`src/rtl/wpost_pkg.sv`:
```
package wpost_pkg;
  localparam int ADDR_W = 30;
  localparam int DATA_W = 32;
  localparam int BE_W   = DATA_W / 8;
  localparam int OFS_W  = DATA_W - ADDR_W;

  localparam logic [BE_W-1:0] CMD_MEM_WR = 4'b0111;
  localparam logic [BE_W-1:0] CBE_IDLE   = '1;

  typedef struct packed {
    logic [ADDR_W-1:0] addr;
    logic [DATA_W-1:0] data;
    logic [BE_W-1:0]   be;
  } post_entry_t;

  typedef enum logic [1:0] {
    SEQ_IDLE = 2'd0,
    SEQ_ADDR = 2'd1,
    SEQ_DATA = 2'd2
  } seq_state_t;
endpackage

```
`src/rtl/wpost_fifo.sv`:
```
module wpost_fifo
  import wpost_pkg::*;
#(
  parameter  int DEPTH = 4,
  localparam int PTR_W = $clog2(DEPTH),
  localparam int CNT_W = $clog2(DEPTH + 1)
) (
  input  logic                    clk,
  input  logic                    rst_n,
  input  logic                    push,
  input  post_entry_t             push_entry,
  input  logic                    pop,
  output logic [CNT_W-1:0]        count,
  output post_entry_t [DEPTH-1:0] peek
);
  post_entry_t      mem [DEPTH];
  logic [PTR_W-1:0] rd_ptr_q, rd_ptr_d;
  logic [PTR_W-1:0] wr_ptr_q, wr_ptr_d;
  logic [CNT_W-1:0] count_q, count_d;

  always_comb begin
    rd_ptr_d = rd_ptr_q;
    wr_ptr_d = wr_ptr_q;
    if (pop)  rd_ptr_d = rd_ptr_q + PTR_W'(1);
    if (push) wr_ptr_d = wr_ptr_q + PTR_W'(1);
    count_d = count_q + CNT_W'(push) - CNT_W'(pop);
  end

  always_ff @(posedge clk or negedge rst_n) begin
    if (!rst_n) begin
      rd_ptr_q <= '0;
      wr_ptr_q <= '0;
      count_q  <= '0;
    end else begin
      rd_ptr_q <= rd_ptr_d;
      wr_ptr_q <= wr_ptr_d;
      count_q  <= count_d;
    end
  end

  always_ff @(posedge clk) begin
    if (push) mem[wr_ptr_q] <= push_entry;
  end

  for (genvar k = 0; k < DEPTH; k++) begin : g_peek
    logic [PTR_W-1:0] idx;
    assign idx     = rd_ptr_q + PTR_W'(k);
    assign peek[k] = mem[idx];
  end

  assign count = count_q;

  assert_no_overflow_R2: assert property (@(posedge clk) disable iff (!rst_n)
    push |-> (int'(count_q) < DEPTH));
  assert_no_underflow_R3: assert property (@(posedge clk) disable iff (!rst_n)
    pop |-> (count_q != '0));
endmodule

```
`src/rtl/wpost_seq.sv`:
```
module wpost_seq
  import wpost_pkg::*;
#(
  parameter  int DEPTH    = 4,
  parameter  bit USE_TRDY = 1'b1,
  localparam int CNT_W    = $clog2(DEPTH + 1),
  localparam int AHEAD    = 2
) (
  input  logic                    clk,
  input  logic                    rst_n,
  input  logic [CNT_W-1:0]        count,
  input  post_entry_t [DEPTH-1:0] peek,
  input  logic                    bus_trdy,
  output logic                    pop,
  output logic [DATA_W-1:0]       bus_ad,
  output logic [BE_W-1:0]         bus_cbe_n,
  output logic                    bus_frame,
  output logic                    bus_irdy
);
  seq_state_t        st_q, st_d;
  logic [DATA_W-1:0] ad_q, ad_d;
  logic [BE_W-1:0]   cbe_q, cbe_d;
  logic              frame_q, frame_d;
  logic              irdy_q, irdy_d;
  logic              trdy_eff;
  logic              beat_done;

  if (USE_TRDY) begin : g_paced
    assign trdy_eff = bus_trdy;
  end else begin : g_free
    assign trdy_eff = 1'b1;
  end

  assign beat_done = irdy_q && trdy_eff;

  function automatic logic chains(post_entry_t prv, post_entry_t nxt);
    return (nxt.addr == prv.addr + ADDR_W'(1)) && (&nxt.be);
  endfunction

  always_comb begin
    st_d    = st_q;
    ad_d    = ad_q;
    cbe_d   = cbe_q;
    frame_d = frame_q;
    irdy_d  = irdy_q;
    pop     = 1'b0;
    unique case (st_q)
      SEQ_IDLE: begin
        if (count != '0) begin
          st_d    = SEQ_ADDR;
          ad_d    = {peek[0].addr, {OFS_W{1'b0}}};
          cbe_d   = CMD_MEM_WR;
          frame_d = 1'b1;
          irdy_d  = 1'b0;
        end
      end
      SEQ_ADDR: begin
        st_d    = SEQ_DATA;
        ad_d    = peek[0].data;
        cbe_d   = ~peek[0].be;
        irdy_d  = 1'b1;
        frame_d = (count > CNT_W'(1)) && chains(peek[0], peek[1]);
      end
      SEQ_DATA: begin
        if (beat_done) begin
          pop = 1'b1;
          if (frame_q) begin
            ad_d    = peek[1].data;
            cbe_d   = ~peek[1].be;
            frame_d = (count > CNT_W'(AHEAD)) && chains(peek[1], peek[AHEAD]);
          end else begin
            st_d    = SEQ_IDLE;
            ad_d    = '0;
            cbe_d   = CBE_IDLE;
            frame_d = 1'b0;
            irdy_d  = 1'b0;
          end
        end
      end
      default: st_d = SEQ_IDLE;
    endcase
  end

  always_ff @(posedge clk or negedge rst_n) begin
    if (!rst_n) begin
      st_q    <= SEQ_IDLE;
      ad_q    <= '0;
      cbe_q   <= CBE_IDLE;
      frame_q <= 1'b0;
      irdy_q  <= 1'b0;
    end else begin
      st_q    <= st_d;
      ad_q    <= ad_d;
      cbe_q   <= cbe_d;
      frame_q <= frame_d;
      irdy_q  <= irdy_d;
    end
  end

  assign bus_ad    = ad_q;
  assign bus_cbe_n = cbe_q;
  assign bus_frame = frame_q;
  assign bus_irdy  = irdy_q;

  assert_addr_then_data_R4: assert property (@(posedge clk) disable iff (!rst_n)
    (bus_frame && !bus_irdy) |=> bus_irdy);
  assert_hold_on_wait_R8: assert property (@(posedge clk) disable iff (!rst_n)
    (bus_irdy && !trdy_eff) |=> ($stable(bus_ad) && $stable(bus_cbe_n) &&
                                 $stable(bus_frame) && bus_irdy));
  assert_idle_gap_R11: assert property (@(posedge clk) disable iff (!rst_n)
    (bus_irdy && !bus_frame && trdy_eff) |=> (!bus_frame && !bus_irdy));
endmodule

```
`src/rtl/wpost_par.sv`:
```
module wpost_par #(
  parameter  int DATA_W = 32,
  parameter  int LANE_W = 16,
  localparam int LANES  = DATA_W / LANE_W
) (
  input  logic              clk,
  input  logic              rst_n,
  input  logic [DATA_W-1:0] ad,
  output logic [LANES-1:0]  lane_par
);
  logic [LANES-1:0] par_q, par_d;

  for (genvar g = 0; g < LANES; g++) begin : g_lane
    always_comb par_d[g] = ^ad[g*LANE_W +: LANE_W];
  end

  always_ff @(posedge clk or negedge rst_n) begin
    if (!rst_n) par_q <= '0;
    else        par_q <= par_d;
  end

  assign lane_par = par_q;
endmodule

```
`src/rtl/wpost_burst.sv`:
```
module wpost_burst
  import wpost_pkg::*;
#(
  parameter  int DEPTH    = 4,
  parameter  bit USE_TRDY = 1'b1,
  parameter  int LANE_W   = 16,
  localparam int LANES    = DATA_W / LANE_W,
  localparam int CNT_W    = $clog2(DEPTH + 1)
) (
  input  logic              clk,
  input  logic              rst_n,
  input  logic              post_valid,
  input  logic [ADDR_W-1:0] post_addr,
  input  logic [DATA_W-1:0] post_data,
  input  logic [BE_W-1:0]   post_be,
  output logic              post_ready,
  output logic [DATA_W-1:0] bus_ad,
  output logic [BE_W-1:0]   bus_cbe_n,
  output logic              bus_frame,
  output logic              bus_irdy,
  input  logic              bus_trdy,
  output logic [LANES-1:0]  lane_par
);
  logic                    push;
  logic                    pop;
  post_entry_t             in_entry;
  post_entry_t [DEPTH-1:0] peek;
  logic [CNT_W-1:0]        count;

  assign post_ready = (int'(count) < DEPTH);
  assign push       = post_valid && post_ready;
  assign in_entry   = '{addr: post_addr, data: post_data, be: post_be};

  wpost_fifo #(.DEPTH(DEPTH)) u_fifo (
    .clk        (clk),
    .rst_n      (rst_n),
    .push       (push),
    .push_entry (in_entry),
    .pop        (pop),
    .count      (count),
    .peek       (peek)
  );

  wpost_seq #(.DEPTH(DEPTH), .USE_TRDY(USE_TRDY)) u_seq (
    .clk       (clk),
    .rst_n     (rst_n),
    .count     (count),
    .peek      (peek),
    .bus_trdy  (bus_trdy),
    .pop       (pop),
    .bus_ad    (bus_ad),
    .bus_cbe_n (bus_cbe_n),
    .bus_frame (bus_frame),
    .bus_irdy  (bus_irdy)
  );

  wpost_par #(.DATA_W(DATA_W), .LANE_W(LANE_W)) u_par (
    .clk      (clk),
    .rst_n    (rst_n),
    .ad       (bus_ad),
    .lane_par (lane_par)
  );

  assert_pop_needs_beat_R3: assert property (@(posedge clk) disable iff (!rst_n)
    pop |-> bus_irdy);
endmodule

```
`config.mk`:
```
export PLATFORM = sky130hd
export DESIGN_NAME = wpost_burst
export DESIGN_NICKNAME = d
export VERILOG_FILES = /design/src/rtl/wpost_pkg.sv /design/src/rtl/wpost_fifo.sv /design/src/rtl/wpost_seq.sv /design/src/rtl/wpost_par.sv /design/src/rtl/wpost_burst.sv
export SDC_FILE = /design/constraint.sdc
export NUM_CORES = 1
export LEC_CHECK = 0
export ABC_AREA = 1
export BUFFER_PORTS_ARGS = -buffer_cell sky130_fd_sc_hd__buf_2
export CAP_MARGIN = 25
export CELL_PAD_IN_SITES_DETAIL_PLACEMENT = 0
export CELL_PAD_IN_SITES_GLOBAL_PLACEMENT = 1
export CORE_UTILIZATION = 47
export CTS_CLUSTER_SIZE = 28
export DETAILED_ROUTE_END_ITERATION = 8
export GPL_TIMING_DRIVEN = 0
export PLACE_DENSITY_LB_ADDON = 0.1
export SYNTH_ARGS = -nofsm -noshare
export SYNTH_HDL_FRONTEND = slang
export SYNTH_SLANG_ARGS = --single-unit
```
`constraint.sdc`:
```
create_clock -name clk -period 5 [get_ports clk]
set_input_delay 0.25 -clock clk [delete_from_list [all_inputs] [get_ports clk]]
set_output_delay 0.25 -clock clk [all_outputs]
set_load 0.1 [all_outputs]
```
==> flow_summary.rst, run 1 <==
.. list-table::
   :header-rows: 1

   * - Metric
     - Value
   * - Max clock buf depth
     - 3
   * - Most common library cells after synthesis
     - sky130_fd_sc_hd__nand2_1, sky130_fd_sc_hd__edfxtp_1, sky130_fd_sc_hd__nor2_1
   * - Most common cell in the synthesized netlist
     - sky130_fd_sc_hd__nand2_1
   * - Proportion of synthesized flip-flops having asynchronous set or reset
     - 0.157
   * - Total of flip-flops plus latches after synthesis
     - approximately 310
   * - Worst endpoint data arrival time
     - approximately 4.4 ns
   * - Critical path start-end classification
     - flop to flop
   * - Fmax
     - between 0.2 and 0.3 GHz
   * - Warnings from Yosys
     - 0
   * - Post-detailed-routing wire length
     - 68.3 mm
   * - Status
     - finished clean
   * - CTS Root Cell
     - sky130_fd_sc_hd__clkbuf_16
   * - Final setup violation count
     - 0
   * - RSZ-0062 raised after global routing
     - false
   * - Detail-routed net length per standard cell
     - between 20 and 25 um
   * - Routed vias/inst
     - around 5.7
   * - Leading cell types by total area after synthesis
     - sky130_fd_sc_hd__edfxtp_1, sky130_fd_sc_hd__nand2_1, sky130_fd_sc_hd__dfrtp_1, sky130_fd_sc_hd__nand3_1, sky130_fd_sc_hd__nor2_1
   * - GR Util All Layers
     - 0.352
   * - Library cell with the largest summed area after synthesis
     - sky130_fd_sc_hd__edfxtp_1
   * - Clock tree skew after final layout
     - 0.0218 ns
   * - Slew HR
     - 0.411
   * - Wire length of the first global-routing pass
     - between 90 and 100 mm
   * - Synthesized net count
     - about 2300
   * - Clock slew seen by the registers of the worst setup and hold paths
     - ~0.060 ns
   * - Area of the core region
     - 0.0378 mm^2
   * - Fin crit period
     - slightly below 4 ns
   * - Starting utilization of the core area
     - 0.481
   * - Number of nets in the finished design
     - 2510
   * - Cell count after synthesis
     - between 2000 and 2500
   * - Number of enable-type register cells in the synthesized netlist
     - 264
   * - Remaining global-route overflow
     - 0
   * - Clock tree from TritonCTS
     - built
   * - Top FF cell, synth
     - sky130_fd_sc_hd__edfxtp_1
   * - Full die area
     - about 0.040 mm^2
   * - Clock insertion delay at the later pin of the skew report
     - around 0.56 ns
   * - DRC violation count after routing
     - 0
   * - Distinct cell type count after synthesis
     - 46
   * - Maximum number of pins on one net before global-route repair
     - 38
   * - Fin. max-slew vios
     - 0
   * - Hold/Removal Path Class
     - primary input to flop
   * - Antenna violations before repair
     - 1
   * - Crit path required time
     - between 5 and 6 ns
   * - Fraction of layout instances using a drive strength above 1
     - 0.121
   * - Top-area cell type share of the netlist area
     - 0.436
   * - Count of maximum capacitance violations
     - 0
   * - Area grow syn2layout
     - 18.9%
   * - Die Span Y
     - around 200 um
   * - TritonCTS buffer count
     - 36
   * - Post-route setup TNS
     - 0 ns
   * - Die Span X
     - 199 um
   * - Deepest level of the CTS H-tree
     - 2
   * - Type of destination of the critical path
     - flop
   * - Largest fanout on the critical path
     - 10
   * - Final-layout fill cell count
     - roughly 3500
   * - Final period util
     - 0.781
   * - Iteration count of the initial detailed-routing pass
     - 6
   * - Antenna Diode Count
     - 0
   * - Via count of the first global-routing pass
     - about 16000
   * - Cell Area, Synth
     - 0.0182 mm^2
   * - Hold Violations, Final
     - 0
   * - Slew @ Worst Pin
     - 0.881 ns
   * - Initial drt markers
     - 1805
   * - Detail Placement HPWL
     - around 52 mm
   * - Placement row count
     - 71
   * - Crit start category
     - flop
   * - Number of vias after detailed routing
     - roughly 17000
   * - Mapped Avg Cell Area
     - ~8.3 um^2
   * - # port buffers
     - 110
   * - Antenna-violating nets left
     - 0
   * - Gpl congestion
     - about 0.96
   * - Top-level port count
     - between 100 and 150
   * - Post-synthesis sequential area ratio
     - 0.503
   * - Sinks on the clock net
     - ~310
   * - Post_cts resized
     - 0
==> flip-flops by register name, indices dropped and copies added, names as in the netlist <==
register,flops
u_fifo.mem,264
u_seq.bus_ad,32
u_seq.bus_cbe_n,4
u_fifo.count,3
u_fifo.rd_ptr_q,2
u_fifo.wr_ptr_q,2
u_par.lane_par,2
u_seq.st_q,2
u_seq.bus_frame,1
u_seq.bus_irdy,1
==> routing by layer <==
layer  share of wire  vias to the layer above  track usage  wire length, um
met4           0.027                        0       0.0963             1840
met1            0.45                     7984        0.520            30500
met3            0.10                      129       0.0773             6870
li1                -                     7826            -                -
met2            0.43                      869        0.517            29100
met5               0                        -            0                0
==> cell families after synthesis <==
| kind of cell | after synthesis | share of synthesized area |
|---|---|---|
| AND/OR/NAND/NOR | 1203 | 0.271 |
| flip-flops | 313 | 0.503 |
| AO/OA/AOI/OAI | 309 | 0.0998 |
| buffers and inverters | 246 | 0.0591 |
| XOR/XNOR | 86 | 0.0422 |
| multiplexers | 25 | 0.0138 |
| adder cells (fa/ha/maj) | 16 | 0.0114 |
==> stage by stage <==
stage	cells	utilization	worst slack [ns]	hold slack (ns)	instance area (um^2)
4_1_cts	2962	0.572	1.15	0.0802	21600
3_3_place_gp	2819	0.512	-1.82	0.458	19400
6_report	2962	0.572	1.10	0.106	21600
3_5_place_dp	2830	0.520	1.17	0.187	19700
5_1_grt	2962	0.572	0.873	0.111	21600
2_1_floorplan	2198	-	0.345	-0.0456	18200
==> worst max-delay path, cell delays in order, from the launching register on <==
cell and delay (ns):
sky130_fd_sc_hd__dfrtp_1 0.45, sky130_fd_sc_hd__inv_2 0.20, sky130_fd_sc_hd__buf_2 0.39, sky130_fd_sc_hd__nand2_1 0.13, sky130_fd_sc_hd__nand3_1 0.09, sky130_fd_sc_hd__nand2_1 0.18, sky130_fd_sc_hd__inv_1 0.26, sky130_fd_sc_hd__ha_1 0.29
sky130_fd_sc_hd__nand3_1 0.18, sky130_fd_sc_hd__inv_1 0.17, sky130_fd_sc_hd__nand3_1 0.11, sky130_fd_sc_hd__nor2_2 0.27, sky130_fd_sc_hd__nor2_1 0.07, sky130_fd_sc_hd__nor2_1 0.12, sky130_fd_sc_hd__nand3_1 0.14, sky130_fd_sc_hd__nor2_1 0.13
sky130_fd_sc_hd__nand3_1 0.10, sky130_fd_sc_hd__nor2_1 0.15, sky130_fd_sc_hd__nand3_1 0.16, sky130_fd_sc_hd__nand3_1 0.13, sky130_fd_sc_hd__nand2_1 0.06, sky130_fd_sc_hd__inv_1 0.05
==> layout by cell type, fill, tap and decap left out, types with 42 or more instances in the layout <==
cell                            synthesis  routed
sky130_fd_sc_hd__a21oi_1               67      67
sky130_fd_sc_hd__dfrtp_1               45      45
sky130_fd_sc_hd__xnor2_1               43      43
sky130_fd_sc_hd__edfxtp_1             264     264
sky130_fd_sc_hd__xor2_1                42      42
sky130_fd_sc_hd__nand3_1              156     156
sky130_fd_sc_hd__nor2_1               182     178
sky130_fd_sc_hd__nand2_1              787     787
sky130_fd_sc_hd__dlygate4sd3_1          0      67
sky130_fd_sc_hd__inv_1                142     142
sky130_fd_sc_hd__buf_2                 40     150
sky130_fd_sc_hd__o21ai_0              110     110
==> worst paths after layout <==
check,start,end,slack (ns),cells after the start
min reg2reg,u_seq.bus_cbe_n[3],u_seq.bus_cbe_n[3],0.52,2
max in group asynchronous,rst_n,u_seq.bus_cbe_n[3],4.25,3
min,bus_trdy,u_fifo.rd_ptr_q[0],0.11,4
max,u_fifo.rd_ptr_q[0],u_seq.bus_frame,1.10,21
min in group asynchronous,rst_n,u_fifo.wr_ptr_q[1],0.15,2
max reg2reg,u_fifo.rd_ptr_q[0],u_seq.bus_frame,1.10,21
==> timing repair <==
item / CTS / global route
endpoints found under the setup margin: 0 / 0
endpoints found under the hold margin: 312 / 0
hold buffers: 67 / 0
buffers inserted: 0 / 0
==> layout make-up <==
class / instances / area (um^2) / share of cell area
repair buffers: 188 / 1470 / 0.0680
plain buffers: 97 / 515 / 0.0238
inverters: 149 / 559 / 0.0259
clock inverters: 17 / 263 / 0.0121
flip-flops and latches: 313 / 9160 / 0.423
well taps: 511 / 639 / 0.0296
multi-input cells: 1639 / 8000 / 0.370
clock buffers: 48 / 1030 / 0.0475
Power of run 1 is not shown: default switching activity piles up to over one toggle a cycle in this logic, so the estimate is an artifact.
==> run 2, diff against run 1 <==
clock period = 3.9 ns   (was 5 ns; I/O delays follow)
==> flow_summary.rst, run 2 (synthesis gave the netlist of run 1 again) <==
.. list-table::
   :header-rows: 1

   * - Metric
     - Value
   * - Slowest-stage cell, CP
     - sky130_fd_sc_hd__dfrtp_1
   * - Number of nets in the finished design
     - 2510 (unchanged)
   * - Iteration count of the initial detailed-routing pass
     - 5 (-1)
   * - Final setup violation count
     - 0 (unchanged)
   * - Critical path start-end classification
     - flop to flop
   * - Most common cell after layout, fill and taps aside
     - sky130_fd_sc_hd__nand2_1
   * - Fin crit period
     - 3.68 ns (-0.222 ns)
   * - Crit start category
     - flop
   * - Hold_ws
     - 0.0529 ns (-0.0533 ns)
   * - Number of buffers inserted by post-CTS setup repair
     - 0 (unchanged)
   * - Placement row count
     - 71 (unchanged)
   * - Count of maximum capacitance violations
     - 0 (unchanged)
   * - Slew @ Worst Pin
     - 0.898 ns (+0.0172 ns)
   * - Slew HR
     - 0.401 (-0.0101)
   * - Clock tree skew after final layout
     - 0.0217 ns (-0.000141 ns)
   * - Via count of the first global-routing pass
     - 15600 (unchanged)
   * - Max clock buf depth
     - 3 (unchanged)
   * - Number of vias after detailed routing
     - 16900 (+0.29%)
   * - Starting utilization of the core area
     - 0.481 (unchanged)
   * - Worst endpoint data arrival time
     - 4.18 ns (-0.22 ns)
   * - Die Span Y
     - 199 um (unchanged)
   * - Remaining global-route overflow
     - 0 (unchanged)
   * - DRC violation count after routing
     - 0 (unchanged)
   * - Gpl congestion
     - 0.960 (unchanged)
   * - Hold Violations, Final
     - 0 (unchanged)
   * - Delay of the slowest cell on the worst path
     - 0.45 ns (about the same)
   * - Maximum number of pins on one net before global-route repair
     - 38 (unchanged)
   * - Largest fanout on the critical path
     - 10 (unchanged)
   * - Type of destination of the critical path
     - flop
   * - Wire length of the first global-routing pass
     - 100 mm (unchanged)
   * - Initial drt markers
     - 1795 (-0.55%)
   * - Top-level port count
     - 111 (unchanged)
   * - Crit path required time
     - 4.40 ns (-1.10 ns)
   * - Clock tree from TritonCTS
     - built
   * - Detail Placement HPWL
     - 51.6 mm (unchanged)
   * - Post-detailed-routing wire length
     - 68.4 mm (+0.14%)
   * - Area grow syn2layout
     - 19.0% (about the same)
   * - Fraction of layout instances using a drive strength above 1
     - 0.122 (+0.00122)
   * - Status
     - finished clean
   * - Antenna-violating nets left
     - 0 (unchanged)
   * - Fin. max-slew vios
     - 0 (unchanged)
   * - Hold/Removal Path Class
     - primary input to flop
   * - Fmax
     - 0.272 GHz (+6.0%)
   * - TritonCTS buffer count
     - 36 (unchanged)
   * - Full die area
     - 0.0395 mm^2 (unchanged)
   * - Cells along the critical path
     - inv_2 -> clkbuf_4 -> nand2_1 -> nand3_1 -> nand2_1 -> inv_2 -> ha_1 -> nand3_1 -> inv_1 -> nand3_1 -> nor2_4 -> nor2_1 -> nor2_1 -> nand3_1 -> nor2_1 -> nand3_1 -> nor2_1 -> nand3_1 -> nand3_1 -> nand2_1 -> inv_1
   * - Antenna violations before repair
     - 1 (unchanged)
   * - Die Span X
     - 199 um (unchanged)
   * - Detail-routed net length per standard cell
     - 23.1 um (+0.11%)
   * - Clock slew seen by the registers of the worst setup and hold paths
     - 0.06 ns (about the same)
   * - Final period util
     - 0.944 (+0.163)
   * - Deepest level of the CTS H-tree
     - 2 (unchanged)
   * - Post-route cell area
     - 0.0216 mm^2 (about the same)
   * - Clock insertion delay at the later pin of the skew report
     - 0.56 ns (about the same)
   * - Most used cell along the critical path
     - sky130_fd_sc_hd__nand3_1
   * - Largest Register
     - u_fifo.mem
   * - Routed vias/inst
     - 5.69 (+0.25%)
   * - Sinks on the clock net
     - 313 (unchanged)
   * - GR Util All Layers
     - 0.352 (unchanged)
   * - Leading cell types in the layout, fill and taps excluded
     - sky130_fd_sc_hd__nand2_1, sky130_fd_sc_hd__edfxtp_1, sky130_fd_sc_hd__nor2_1
   * - Final-layout fill cell count
     - 3533 (-0.028%)
   * - Post-detailed-placement cell area
     - 0.0197 mm^2 (unchanged)
   * - Area of the core region
     - 0.0378 mm^2 (unchanged)
   * - # port buffers
     - 110 (unchanged)
   * - Number of flip-flops in the largest register
     - 264 (unchanged)
   * - CTS Root Cell
     - sky130_fd_sc_hd__clkbuf_16
==> run 2: cell types whose count changed in the layout (fill, tap and decap cells not counted), sizes merged <==
cell | before | now
clkbuf | 81 | 83
buf | 185 | 183
diode | 0 | 1
==> run 2: worst paths after layout <==
path                                    start            endpoint  slack [ns]  cells after the start
setup / recovery           u_fifo.rd_ptr_q[0]     u_seq.bus_frame        0.22                     21
hold / removal                       bus_trdy  u_fifo.rd_ptr_q[0]        0.05                      4
setup reg to reg           u_fifo.rd_ptr_q[0]     u_seq.bus_frame        0.22                     21
hold reg to reg            u_seq.bus_cbe_n[3]  u_seq.bus_cbe_n[3]        0.51                      2
max in group asynchronous               rst_n  u_seq.bus_cbe_n[3]        3.20                      3
min in group asynchronous               rst_n  u_fifo.wr_ptr_q[1]        0.10                      2
==> run 2: cell type report <==
class                           instances  area, um^2  area share
Clock buffer                           48        1030      0.0475
Antenna cell                            1        2.50    0.000116
Sequential cell                       313        9160       0.423
Buffer                                 97         520      0.0240
Timing Repair Buffer                  188        1470      0.0680
Tap cell                              511         639      0.0295
Clock inverter                         17         263      0.0121
Inverter                              149         559      0.0258
Multi-Input combinational cell       1639        8010       0.370
==> run 2: stage by stage <==
step	setup WS [ns]	TNS, ns	utilization	std cells
after global placement	-2.92	-748.84	0.512	2819
after global routing	-0.00573	-0.00573	0.572	2962
final	0.219	0	0.572	2963
after detailed placement	0.0742	0	0.520	2830
after floorplan	-0.755	-199.34	-	2198
after CTS	0.0547	0	0.572	2962
==> run 2: per-layer routing <==
metal	track usage	routed length [um]
met5	0	0
met4	0.0963	1790
met3	0.0773	7230
met2	0.517	29200
met1	0.520	30200
==> run 2: worst max-delay path, delay by kind of cell, from the launching register on <==
family / cells / cell delay, ns
adders and majority gates: 1 / 0.26
buffers and inverters: 5 / 0.95
DFF: 1 / 0.45
and+or+nand+nor: 15 / 1.95
==> run 2: timing repair <==
item	CTS	global route
gates resized for setup	0	6
setup endpoints to repair	0	1
hold buffers	67	0
hold endpoints to repair	312	0
Power of run 2 is left out for the same reason.
